## src/rtl/cce_pkg.sv

```systemverilog
package cce_pkg;
  typedef enum logic [3:0] {
    SQ_INIT, SQ_IDLE, SQ_PRE, SQ_CMD, SQ_TERM,
    SQ_SETTLE, SQ_LEAD, SQ_LEADGAP, SQ_READ, SQ_READGAP
  } seq_st_e;

  typedef enum logic [2:0] {
    BX_IDLE, BX_PRE, BX_CK0, BX_CSL, BX_DSET, BX_CKH, BX_CKL, BX_CSH
  } bx_st_e;
endpackage

```

## src/rtl/cce_delay.sv

```systemverilog
module cce_delay #(
  parameter int W      = 8,
  parameter int RST_LD = 0
) (
  input  logic         clk_i,
  input  logic         rst_ni,
  input  logic         load_i,
  input  logic [W-1:0] len_i,
  output logic         expired_o
);
  logic [W-1:0] cnt_q;

  always_ff @(posedge clk_i or negedge rst_ni) begin
    if (!rst_ni)               cnt_q <= W'(RST_LD);
    else if (load_i)           cnt_q <= len_i - W'(1);
    else if (cnt_q != '0)      cnt_q <= cnt_q - W'(1);
  end

  assign expired_o = (cnt_q == '0);
endmodule

```

## src/rtl/cce_byte_xfer.sv

```systemverilog
module cce_byte_xfer import cce_pkg::*; #(
  parameter int PRE_CYC  = 7500,
  parameter int HALF_CYC = 10000
) (
  input  logic       clk_i,
  input  logic       rst_ni,
  input  logic       go_i,
  input  logic [7:0] tx_i,
  output logic       done_o,
  output logic [7:0] rx_o,
  output logic       cs_no,
  output logic       sclk_o,
  output logic       mosi_o,
  input  logic       miso_i
);
  localparam int MAXC = (PRE_CYC > HALF_CYC) ? PRE_CYC : HALF_CYC;
  localparam int CW   = $clog2(MAXC + 1);
  localparam logic [CW-1:0] PRE_LD  = CW'(PRE_CYC - 1);
  localparam logic [CW-1:0] HALF_LD = CW'(HALF_CYC - 1);

  bx_st_e        st_q;
  logic [CW-1:0] cnt_q;
  logic [2:0]    bit_q;
  logic [7:0]    tx_q, rx_q;
  logic          last, accept;

  assign last   = (cnt_q == '0);
  assign done_o = (st_q == BX_CSH) && last;
  // back-to-back transfers: a new go may be taken in the finishing cycle
  assign accept = go_i && ((st_q == BX_IDLE) || done_o);

  always_ff @(posedge clk_i or negedge rst_ni) begin
    if (!rst_ni) begin
      st_q  <= BX_IDLE;
      cnt_q <= '0;
      bit_q <= '0;
      tx_q  <= '0;
      rx_q  <= '0;
    end else if (accept) begin
      st_q  <= BX_PRE;
      cnt_q <= PRE_LD;
      bit_q <= '0;
      tx_q  <= tx_i;
    end else if (st_q != BX_IDLE) begin
      if (!last) begin
        cnt_q <= cnt_q - CW'(1);
      end else begin
        cnt_q <= HALF_LD;
        case (st_q)
          BX_PRE:  st_q <= BX_CK0;
          BX_CK0:  st_q <= BX_CSL;
          BX_CSL:  st_q <= BX_DSET;
          BX_DSET: st_q <= BX_CKH;
          BX_CKH: begin
            st_q <= BX_CKL;
            rx_q <= {rx_q[6:0], miso_i};
          end
          BX_CKL: begin
            if (bit_q == 3'd7) begin
              st_q <= BX_CSH;
            end else begin
              bit_q <= bit_q + 3'd1;
              tx_q  <= {tx_q[6:0], 1'b0};
              st_q  <= BX_DSET;
            end
          end
          default: st_q <= BX_IDLE;
        endcase
      end
    end
  end

  assign cs_no  = !(st_q inside {BX_CSL, BX_DSET, BX_CKH, BX_CKL});
  assign sclk_o = (st_q == BX_CKH);
  assign mosi_o = (st_q inside {BX_DSET, BX_CKH, BX_CKL}) && tx_q[7];
  assign rx_o   = rx_q;
endmodule

```

## src/rtl/cce_chain_seq.sv

```systemverilog
module cce_chain_seq import cce_pkg::*; #(
  parameter int BUF_LEN    = 10,
  parameter int FLUSH_MAX  = 42,
  parameter int DW         = 21,
  parameter int SETTLE_LEN = 2000000,
  parameter int TRAIL_LEN  = 20000
) (
  input  logic                       clk_i,
  input  logic                       rst_ni,
  input  logic                       start_i,
  input  logic [8*BUF_LEN-1:0]       cmd_i,
  input  logic                       bdone_i,
  input  logic [7:0]                 brx_i,
  output logic                       bgo_o,
  output logic [7:0]                 btx_o,
  input  logic                       dexp_i,
  output logic                       dld_o,
  output logic [DW-1:0]              dlen_o,
  output logic                       busy_o,
  output logic                       done_o,
  output logic                       err_o,
  output logic [$clog2(BUF_LEN)-1:0] rx_cnt_o,
  output logic [8*(BUF_LEN-1)-1:0]   rx_buf_o
);
  localparam int IDX_W = $clog2(BUF_LEN + 1);
  localparam int CNT_W = $clog2(BUF_LEN);
  localparam int PC_W  = $clog2(FLUSH_MAX + 2);
  localparam logic [PC_W-1:0]  PC_LAST = PC_W'(FLUSH_MAX + 1);
  localparam logic [CNT_W-1:0] CNT_MAX = CNT_W'(BUF_LEN - 1);

  seq_st_e          st_q, st_d;
  logic [PC_W-1:0]  pc_q, pc_d;
  logic [IDX_W-1:0] idx_q, idx_d, idx_n;
  logic [CNT_W-1:0] cnt_q;
  logic [8*BUF_LEN-1:0] cmd_q;
  logic [7:0]       cmd_a [BUF_LEN+1];
  logic [7:0]       buf_q [BUF_LEN-1];
  logic             done_q, err_q, fin, ferr, wr, clr;

  always_comb begin
    for (int i = 0; i < BUF_LEN; i++) cmd_a[i] = cmd_q[i*8 +: 8];
    cmd_a[BUF_LEN] = 8'h00;
  end
  assign idx_n = idx_q + IDX_W'(1);

  always_comb begin
    st_d   = st_q;
    pc_d   = pc_q;
    idx_d  = idx_q;
    bgo_o  = 1'b0;
    btx_o  = 8'h00;
    dld_o  = 1'b0;
    dlen_o = DW'(TRAIL_LEN);
    fin    = 1'b0;
    ferr   = 1'b0;
    wr     = 1'b0;
    clr    = 1'b0;
    case (st_q)
      SQ_INIT: if (dexp_i) st_d = SQ_IDLE;
      SQ_IDLE: if (start_i) begin
        bgo_o = 1'b1; st_d = SQ_PRE; pc_d = '0; clr = 1'b1;
      end
      SQ_PRE: if (bdone_i) begin
        if (pc_q == '0 || (brx_i != 8'h00 && pc_q != PC_LAST)) begin
          bgo_o = 1'b1; pc_d = pc_q + PC_W'(1);
        end else if (brx_i != 8'h00) begin
          fin = 1'b1; ferr = 1'b1;
        end else begin
          bgo_o = 1'b1; idx_d = '0;
          if (cmd_a[0] != 8'h00) begin
            btx_o = cmd_a[0]; st_d = SQ_CMD;
          end else st_d = SQ_TERM;
        end
      end
      SQ_CMD: if (bdone_i) begin
        bgo_o = 1'b1;
        if (cmd_a[idx_n] == 8'h00) st_d = SQ_TERM;
        else begin btx_o = cmd_a[idx_n]; idx_d = idx_n; end
      end
      SQ_TERM: if (bdone_i) begin
        dld_o = 1'b1; dlen_o = DW'(SETTLE_LEN); st_d = SQ_SETTLE;
      end
      SQ_SETTLE:  if (dexp_i)  begin bgo_o = 1'b1; st_d = SQ_LEAD; end
      SQ_LEAD:    if (bdone_i) begin dld_o = 1'b1; st_d = SQ_LEADGAP; end
      SQ_LEADGAP: if (dexp_i)  begin bgo_o = 1'b1; st_d = SQ_READ; end
      SQ_READ: if (bdone_i) begin
        if (brx_i == 8'h00) fin = 1'b1;
        else begin wr = 1'b1; dld_o = 1'b1; st_d = SQ_READGAP; end
      end
      SQ_READGAP: if (dexp_i) begin
        if (cnt_q == CNT_MAX) fin = 1'b1;
        else begin bgo_o = 1'b1; st_d = SQ_READ; end
      end
      default: st_d = SQ_IDLE;
    endcase
    if (fin) st_d = SQ_IDLE;
  end

  always_ff @(posedge clk_i or negedge rst_ni) begin
    if (!rst_ni) begin
      st_q   <= SQ_INIT;
      pc_q   <= '0;
      idx_q  <= '0;
      cnt_q  <= '0;
      cmd_q  <= '0;
      done_q <= 1'b0;
      err_q  <= 1'b0;
      for (int i = 0; i < BUF_LEN-1; i++) buf_q[i] <= 8'h00;
    end else begin
      st_q   <= st_d;
      pc_q   <= pc_d;
      idx_q  <= idx_d;
      done_q <= fin;
      err_q  <= ferr;
      if (clr) begin
        cmd_q <= cmd_i;
        cnt_q <= '0;
        for (int i = 0; i < BUF_LEN-1; i++) buf_q[i] <= 8'h00;
      end else if (wr) begin
        buf_q[cnt_q] <= brx_i;
        cnt_q        <= cnt_q + CNT_W'(1);
      end
    end
  end

  for (genvar g = 0; g < BUF_LEN-1; g++) begin : g_flat
    assign rx_buf_o[g*8 +: 8] = buf_q[g];
  end

  assign busy_o   = (st_q != SQ_IDLE);
  assign done_o   = done_q;
  assign err_o    = err_q;
  assign rx_cnt_o = cnt_q;
endmodule

```

## src/rtl/cmd_chain_xfer.sv

```systemverilog
module cmd_chain_xfer #(
  parameter int CLK_PER_US = 100,
  parameter int PRE_US     = 75,
  parameter int HALF_US    = 100,
  parameter int TRAIL_US   = 200,
  parameter int SETTLE_US  = 20000,
  parameter int FLUSH_MAX  = 42,
  parameter int BUF_LEN    = 10
) (
  input  logic                       clk_i,
  input  logic                       rst_ni,
  input  logic                       start_i,
  input  logic [8*BUF_LEN-1:0]       cmd_i,
  output logic                       busy_o,
  output logic                       done_o,
  output logic                       err_o,
  output logic [$clog2(BUF_LEN)-1:0] rx_cnt_o,
  output logic [8*(BUF_LEN-1)-1:0]   rx_buf_o,
  output logic                       cs_no,
  output logic                       sclk_o,
  output logic                       mosi_o,
  input  logic                       miso_i
);
  localparam int PRE_CYC    = PRE_US * CLK_PER_US;
  localparam int HALF_CYC   = HALF_US * CLK_PER_US;
  localparam int TRAIL_CYC  = TRAIL_US * CLK_PER_US;
  localparam int SETTLE_CYC = SETTLE_US * CLK_PER_US;
  localparam int MAXW       = (SETTLE_CYC > TRAIL_CYC) ? SETTLE_CYC : TRAIL_CYC;
  localparam int DW         = $clog2(MAXW + 1);

  logic          bgo, bdone, dld, dexp;
  logic [7:0]    btx, brx;
  logic [DW-1:0] dlen;

  cce_chain_seq #(
    .BUF_LEN(BUF_LEN), .FLUSH_MAX(FLUSH_MAX), .DW(DW),
    .SETTLE_LEN(SETTLE_CYC), .TRAIL_LEN(TRAIL_CYC)
  ) u_seq (
    .clk_i, .rst_ni, .start_i, .cmd_i,
    .bdone_i(bdone), .brx_i(brx), .bgo_o(bgo), .btx_o(btx),
    .dexp_i(dexp), .dld_o(dld), .dlen_o(dlen),
    .busy_o, .done_o, .err_o, .rx_cnt_o, .rx_buf_o
  );

  cce_byte_xfer #(.PRE_CYC(PRE_CYC), .HALF_CYC(HALF_CYC)) u_bx (
    .clk_i, .rst_ni, .go_i(bgo), .tx_i(btx), .done_o(bdone), .rx_o(brx),
    .cs_no, .sclk_o, .mosi_o, .miso_i
  );

  cce_delay #(.W(DW), .RST_LD(TRAIL_CYC - 1)) u_dly (
    .clk_i, .rst_ni, .load_i(dld), .len_i(dlen), .expired_o(dexp)
  );
endmodule

```

## config.mk

```make
export PLATFORM = sky130hd
export DESIGN_NAME = cmd_chain_xfer
export DESIGN_NICKNAME = d
export VERILOG_FILES = /design/src/rtl/cce_pkg.sv /design/src/rtl/cce_delay.sv /design/src/rtl/cce_byte_xfer.sv /design/src/rtl/cce_chain_seq.sv /design/src/rtl/cmd_chain_xfer.sv
export SDC_FILE = /design/constraint.sdc
export NUM_CORES = 1
export LEC_CHECK = 0
export BUFFER_PORTS_ARGS = -buffer_cell sky130_fd_sc_hd__buf_2
export CAP_MARGIN = 15
export CORE_UTILIZATION = 57
export DETAILED_ROUTE_END_ITERATION = 10
export PLACE_DENSITY = 0.8
export SLEW_MARGIN = 10
export SYNTH_ARGS = -nofsm -noshare
export SYNTH_HDL_FRONTEND = slang
export SYNTH_SLANG_ARGS = --single-unit
```

## constraint.sdc

```tcl
create_clock -name clk_i -period 4.5 [get_ports clk_i]
set_clock_uncertainty 0.15 [all_clocks]
set_input_delay 0.9 -clock clk_i [delete_from_list [all_inputs] [get_ports clk_i]]
set_output_delay 0.9 -clock clk_i [all_outputs]
set_load 0.02 [all_outputs]
```

* After elaboration in Yosys (flattened, before gate mapping) *
Index checks and enable logic that the tools add are counted.

cells by class
  mux-type cells = 90
  eq/ne operators = 43
  bitwise operators = 3
  $lt $le $gt $ge = 3
  reductions and logical operators = 36
  add/subtract/negate cells = 7

operators by type and width
  cell                     count
  $mux W72                 2
  $mux W8                  14
  $mux W4                  23
  $mux W21                 4
  $bwmux W72               1
  $mux W14                 3
  $sub A21 B1 Y21 const B  2
  $pmux W4 S10             1
  $bmux W8 S4              1
  $demux W8 S4             1
  $mux W3                  9
  $ne A3 B2 Y1 const B     9
  $logic_not A21 Y1        1
  $reduce_bool A21 Y1      1
  $mux W1                  20
  $mux W6                  3
  $ne A3 B1 Y1 const B     6
  $pmux W3 S6              1
  $eq A4 B3 Y1 const B     4
  $logic_not A8 Y1         2
  $pmux W8 S2              1
  $reduce_bool A8 Y1       2
  $eq A3 B3 Y1 const B     5
  $reduce_and A15 Y1       1
  37 further kinds         65

word-level totals
  word-level logic and storage cells = 204
  input bits = 84
  register bits = 229

* Longest topological paths before layout *
  word-level depth = 10
  depth in mapped cells = 11
  gate-level depth less buffers = 9

* By module *
Synthesis repeated with hierarchy kept, for this count alone.

unflattened totals
  cell total of the unflattened synthesis = 1289
  area, all modules = 12149.2 µm²

modules (own cells, without submodules)
  module         seq. area each (µm²)  instances  cells each  area an instance (µm²)
  cce_chain_seq  4304.1                1          939         8451.9
  cce_byte_xfer  900.9                 1          180         1891.8
  cce_delay      536.8                 1          170         1805.5

* Worst setup path after synthesis *
Ideal clock, no wire load.

  path type = flip-flop to flip-flop
  start = reg u_seq.idx_q[1]
  end = reg u_seq.idx_q[0]
  path buffers = 2
  stages on the path, launching flop included = 11
  clock period less this slack = 3.285 ns
  path slack = 1.215 ns
  required time = 4.225 ns
  arrival time = 3.011 ns
  cell sequence = dfrtp_1 ha_1 clkbuf_1 clkbuf_1 mux2i_1 nand3_1 nand4_1 o22ai_1 nor4_1 a31oi_1 mux2_2

between the ends
  word-level cells in the longest chain between the ends = 8

RTL lines
  item                                        line                  text
  from (decl)                                 cce_chain_seq.sv:33   logic [IDX_W-1:0] idx_q, idx_d, idx_n;
  from (signal assigned)                      cce_chain_seq.sv:112  idx_q <= idx_d;
  $add A4 B1 Y4                               cce_chain_seq.sv:44   assign idx_n = idx_q + IDX_W'(1);
  $not A4 Y5 (not written as such)            cce_chain_seq.sv:77   if (cmd_a[idx_n] == 8'h00) st_d = SQ_TERM;
  $bmux W8 S4                                 cce_chain_seq.sv:77
  $mux W8 (not written as such) (2 in a row)  cce_chain_seq.sv:77
  $logic_not A8 Y1                            cce_chain_seq.sv:77
  $ne A2 B2 Y1 (no source line)               --
  $reduce_and A6 Y1 (no source line)          --

No other way between the ends. The select of a mux whose other input is x is not followed.
A chain may end at the register's enable or synchronous reset.

* Final worst setup path *
  start = reg u_seq.idx_q[0]
  end = reg u_seq.idx_q[0]

between the ends
  word-level cells in the longest chain between the ends = 8
  elaborated cells between the ends (all ways) = 11
  those cells by class = add/sub (1); eq/ne (1); mux (6); bitwise (1); reduce/logical (2)

RTL lines
  item                                        line
  $add A4 B1 Y4 *                             cce_chain_seq.sv:44
  $not A4 Y5 (not written as such)            cce_chain_seq.sv:77
  $bmux W8 S4                                 cce_chain_seq.sv:77
  $mux W8 (not written as such) (2 in a row)  cce_chain_seq.sv:77
  $logic_not A8 Y1                            cce_chain_seq.sv:77
  $ne A2 B2 Y1 (no source line)               --
  $reduce_and A6 Y1 (no source line)          --

Every way passes the cells marked *; elsewhere a longest branch is shown, timed or not. The select of a mux whose other input is x is not followed.

==> metrics.cfg <==
[timing]
hold_viol_final=0
setup_viol=0
worst_slew_pin_slew_ns=1.128
post-route-min-period_ns=3.785
worst_slack_ns=0.7146
rsz0062_at_grt=no
finalSetupTns_ns=0
post-route-period-util=0.8412
slew_headroom=0.2454
fmax_mhz=264.2
drv_slew=0

[finish]
nFillCells=1411
synthToLayoutAreaGrowth_pct=18.20
seq_area_sq_um=5742
final_common_cell=dfrtp_1
instances_no_fill=1410
layout_common_cells=dfrtp_1 (220), buf_2 (164), nor2_1 (144)
final_net_count=1222
drive_gt1_frac=0.3130
multi_input_area_sq_um=5044

[placed_design]
routabilityCongestion=0.8810
placed_cells=1359
io_buffers=165
hpwlAfterDp_um=17680
preCtsSetupSlack_ns=0.8250

[drt]
postRouteAntennaNets=0
drtIter0Drc=529
wire_per_inst_um=18.79
vias=8298
dr.pass1.iters=5
postRouteWirelength_um=26500
avgViaCountPerCell=5.885
drc=0

[global_routing]
grt_use_total=0.2735
grt_first_pass_wirelength_um=43550
gr-total-overflow=0
grt_max_degree=113
grt_pass1_vias=8223
antenna_found_initial=4

[outcome]
status=finished clean

[synthesis]
synth_nets=1072
ys_warn_count=0
syn-cell-area_sq_um=11060
synth_cell_types=69
async_flop_share=1.000
ys_ff_latch=229
synth_edf_count=0
synth-main-ff-cell=dfrtp_1
yosysSeqAreaShare=0.5190
synth_area_per_cell_sq_um=11.32
syn_inst=977

[power]
swShare=0.3446
powerDensity_nw_per_um2=607.2
internal_power_mw=5.204
p_switching_mw=2.736
power_leakage_nw=6.757
power_frac_seq=0.418
peakVddDrop_uv=548.5
clockPowerShare=0.286
total_power_mw=7.940
pwr-share-comb=0.296

[die]
coreArea_sq_um=18890
die_h_um=141.3
pin_count=166
die_w_um=141.3
die_area_sq_um=19970
start_util=0.5856
rows=50

[worst_setup_path]
required_ns=4.78
critPathMaxFanout=37
criticalPathCategory=reg -> reg
slowest_delay_ns=0.90
cpMostUsedCell=buf_4
worstPathCellList=buf_4 > nand3_1 > xor2_1 > o311ai_0 > o22ai_1 > nor4_1 > buf_4 > a31oi_1 > mux2_2
critPathSlowestCell=xor2_1
crit_path_end_kind=register
cp.arrival_ns=4.07
cp-start-kind=register

[clock_network]
cts-buffers-inserted=26
clk_pin_slew_ns=0.06
root_buffer=clkbuf_16
cts_resized=0
cts_tree=yes
post-cts-setup-buffer-count=0
ctsHoldBuffers=0
clock_latency_ns=0.55
htreeDepth=1
clock_sinks=229
clock_path_buffers=3

[run]
maxCapViolCount=0

[hold_path]
hp-class=in -> async

flip-flops by register name, indices dropped and copies added, names as in the netlist, 4 cells and up:
name,flops
u_seq.idx_q,4
u_bx.cnt_q,14
u_dly.cnt_q,21
u_seq.st_q,4
u_bx.tx_q,8
u_seq.rx_cnt_o,4
u_bx.rx_o,8
u_seq.pc_q,6
u_seq.rx_buf_o,72
u_seq.cmd_q,80
cells in the mapped netlist (14+ instances only):
| cell type | instances | area share |
|---|---|---|
| xor2_1 | 16 | 0.013 |
| a21oi_1 | 14 | 0.0063 |
| mux2i_1 | 97 | 0.088 |
| nor3_1 | 17 | 0.0077 |
| mux2_2 | 99 | 0.10 |
| o21ai_0 | 17 | 0.0077 |
| nand3_1 | 43 | 0.019 |
| dfrtp_1 | 220 | 0.50 |
| clkbuf_1 | 42 | 0.014 |
| nor4_1 | 18 | 0.010 |
| nand2_1 | 38 | 0.013 |
| nor2_1 | 144 | 0.049 |
layout make-up:
type                       instances  area share
inverter                          12    0.003445
antenna                            3   0.0005741
tap                              260     0.02488
timing repair buffer             180     0.07349
sequential                       229      0.4391
clock inverter                    12     0.01483
clock buffer                      36     0.05798
multi-input combinational        678      0.3857
per-stage QoR:
stage                     area, sq um    util  hold WS (ns)
after floorplan                 11060       -        0.3137
after global placement          12120  0.6413        0.3386
after detailed placement        12120  0.6413        0.3425
after CTS                       13070  0.6917        0.3166
after global routing            13070  0.6920        0.3289
final                           13080  0.6921        0.2528
path summary, 6_finish.rpt:
check	slack, ns	from	endpoint	cells past startpoint
max	0.71	u_seq.idx_q[0]$_DFFE_PN0P_	u_seq.idx_q[0]$_DFFE_PN0P_	9
min	0.25	rst_ni	u_seq.cmd_q[22]$_DFFE_PN0P_	1
max reg2reg	0.71	u_seq.idx_q[0]$_DFFE_PN0P_	u_seq.idx_q[0]$_DFFE_PN0P_	9
min reg2reg	0.36	u_seq.cmd_q[53]$_DFFE_PN0P_	u_seq.cmd_q[53]$_DFFE_PN0P_	1
max in group asynchronous	2.96	rst_ni	u_seq.rx_buf_o[49]$_DFFE_PN0P_	2
min in group clk_i	0.36	u_seq.cmd_q[53]$_DFFE_PN0P_	u_seq.cmd_q[53]$_DFFE_PN0P_	1
per-layer routing:
metal / GRT usage / vias up / wire, um
met2: 0.4349 / 270 / 12370
met4: 0.08410 / 2 / 755
met1: 0.3802 / 4150 / 11670
li1: - / 3815 / -
met3: 0.05602 / 61 / 1688
met5: 0 / - / 10
cell families after synthesis:
group,after synthesis,synth area share
buffers and inverters,70,0.02601
adder cells (fa/ha/maj),11,0.01244
flip-flops,229,0.5190
AND/OR/NAND/NOR,332,0.1478
XOR/XNOR,29,0.02296
AO/OA/AOI/OAI,102,0.06695
multiplexers,204,0.2048
worst max-delay path, delay by kind of cell (launching register included):
family,cells,cell delay (ns)
simple gates,2,0.25
mux,1,0.39
buf+inv,2,0.59
flops,1,0.36
xor+xnor,1,0.90
compound gates,3,1.03
power groups by stage:
| stage | logic (mW) | clock network [mW] | registers [mW] |
|---|---|---|---|
| 4_1_cts | 2.35 | 2.30 | 3.30 |
| 3_5_place_dp | 2.32 | 0 | 3.31 |
| 3_3_place_gp | 2.25 | 0 | 3.30 |
| 5_1_grt | 2.54 | 2.39 | 3.39 |
| 6_report | 2.35 | 2.27 | 3.32 |
| 2_1_floorplan | 1.29 | 0 | 3.50 |
(Power assumes the default switching activity.)
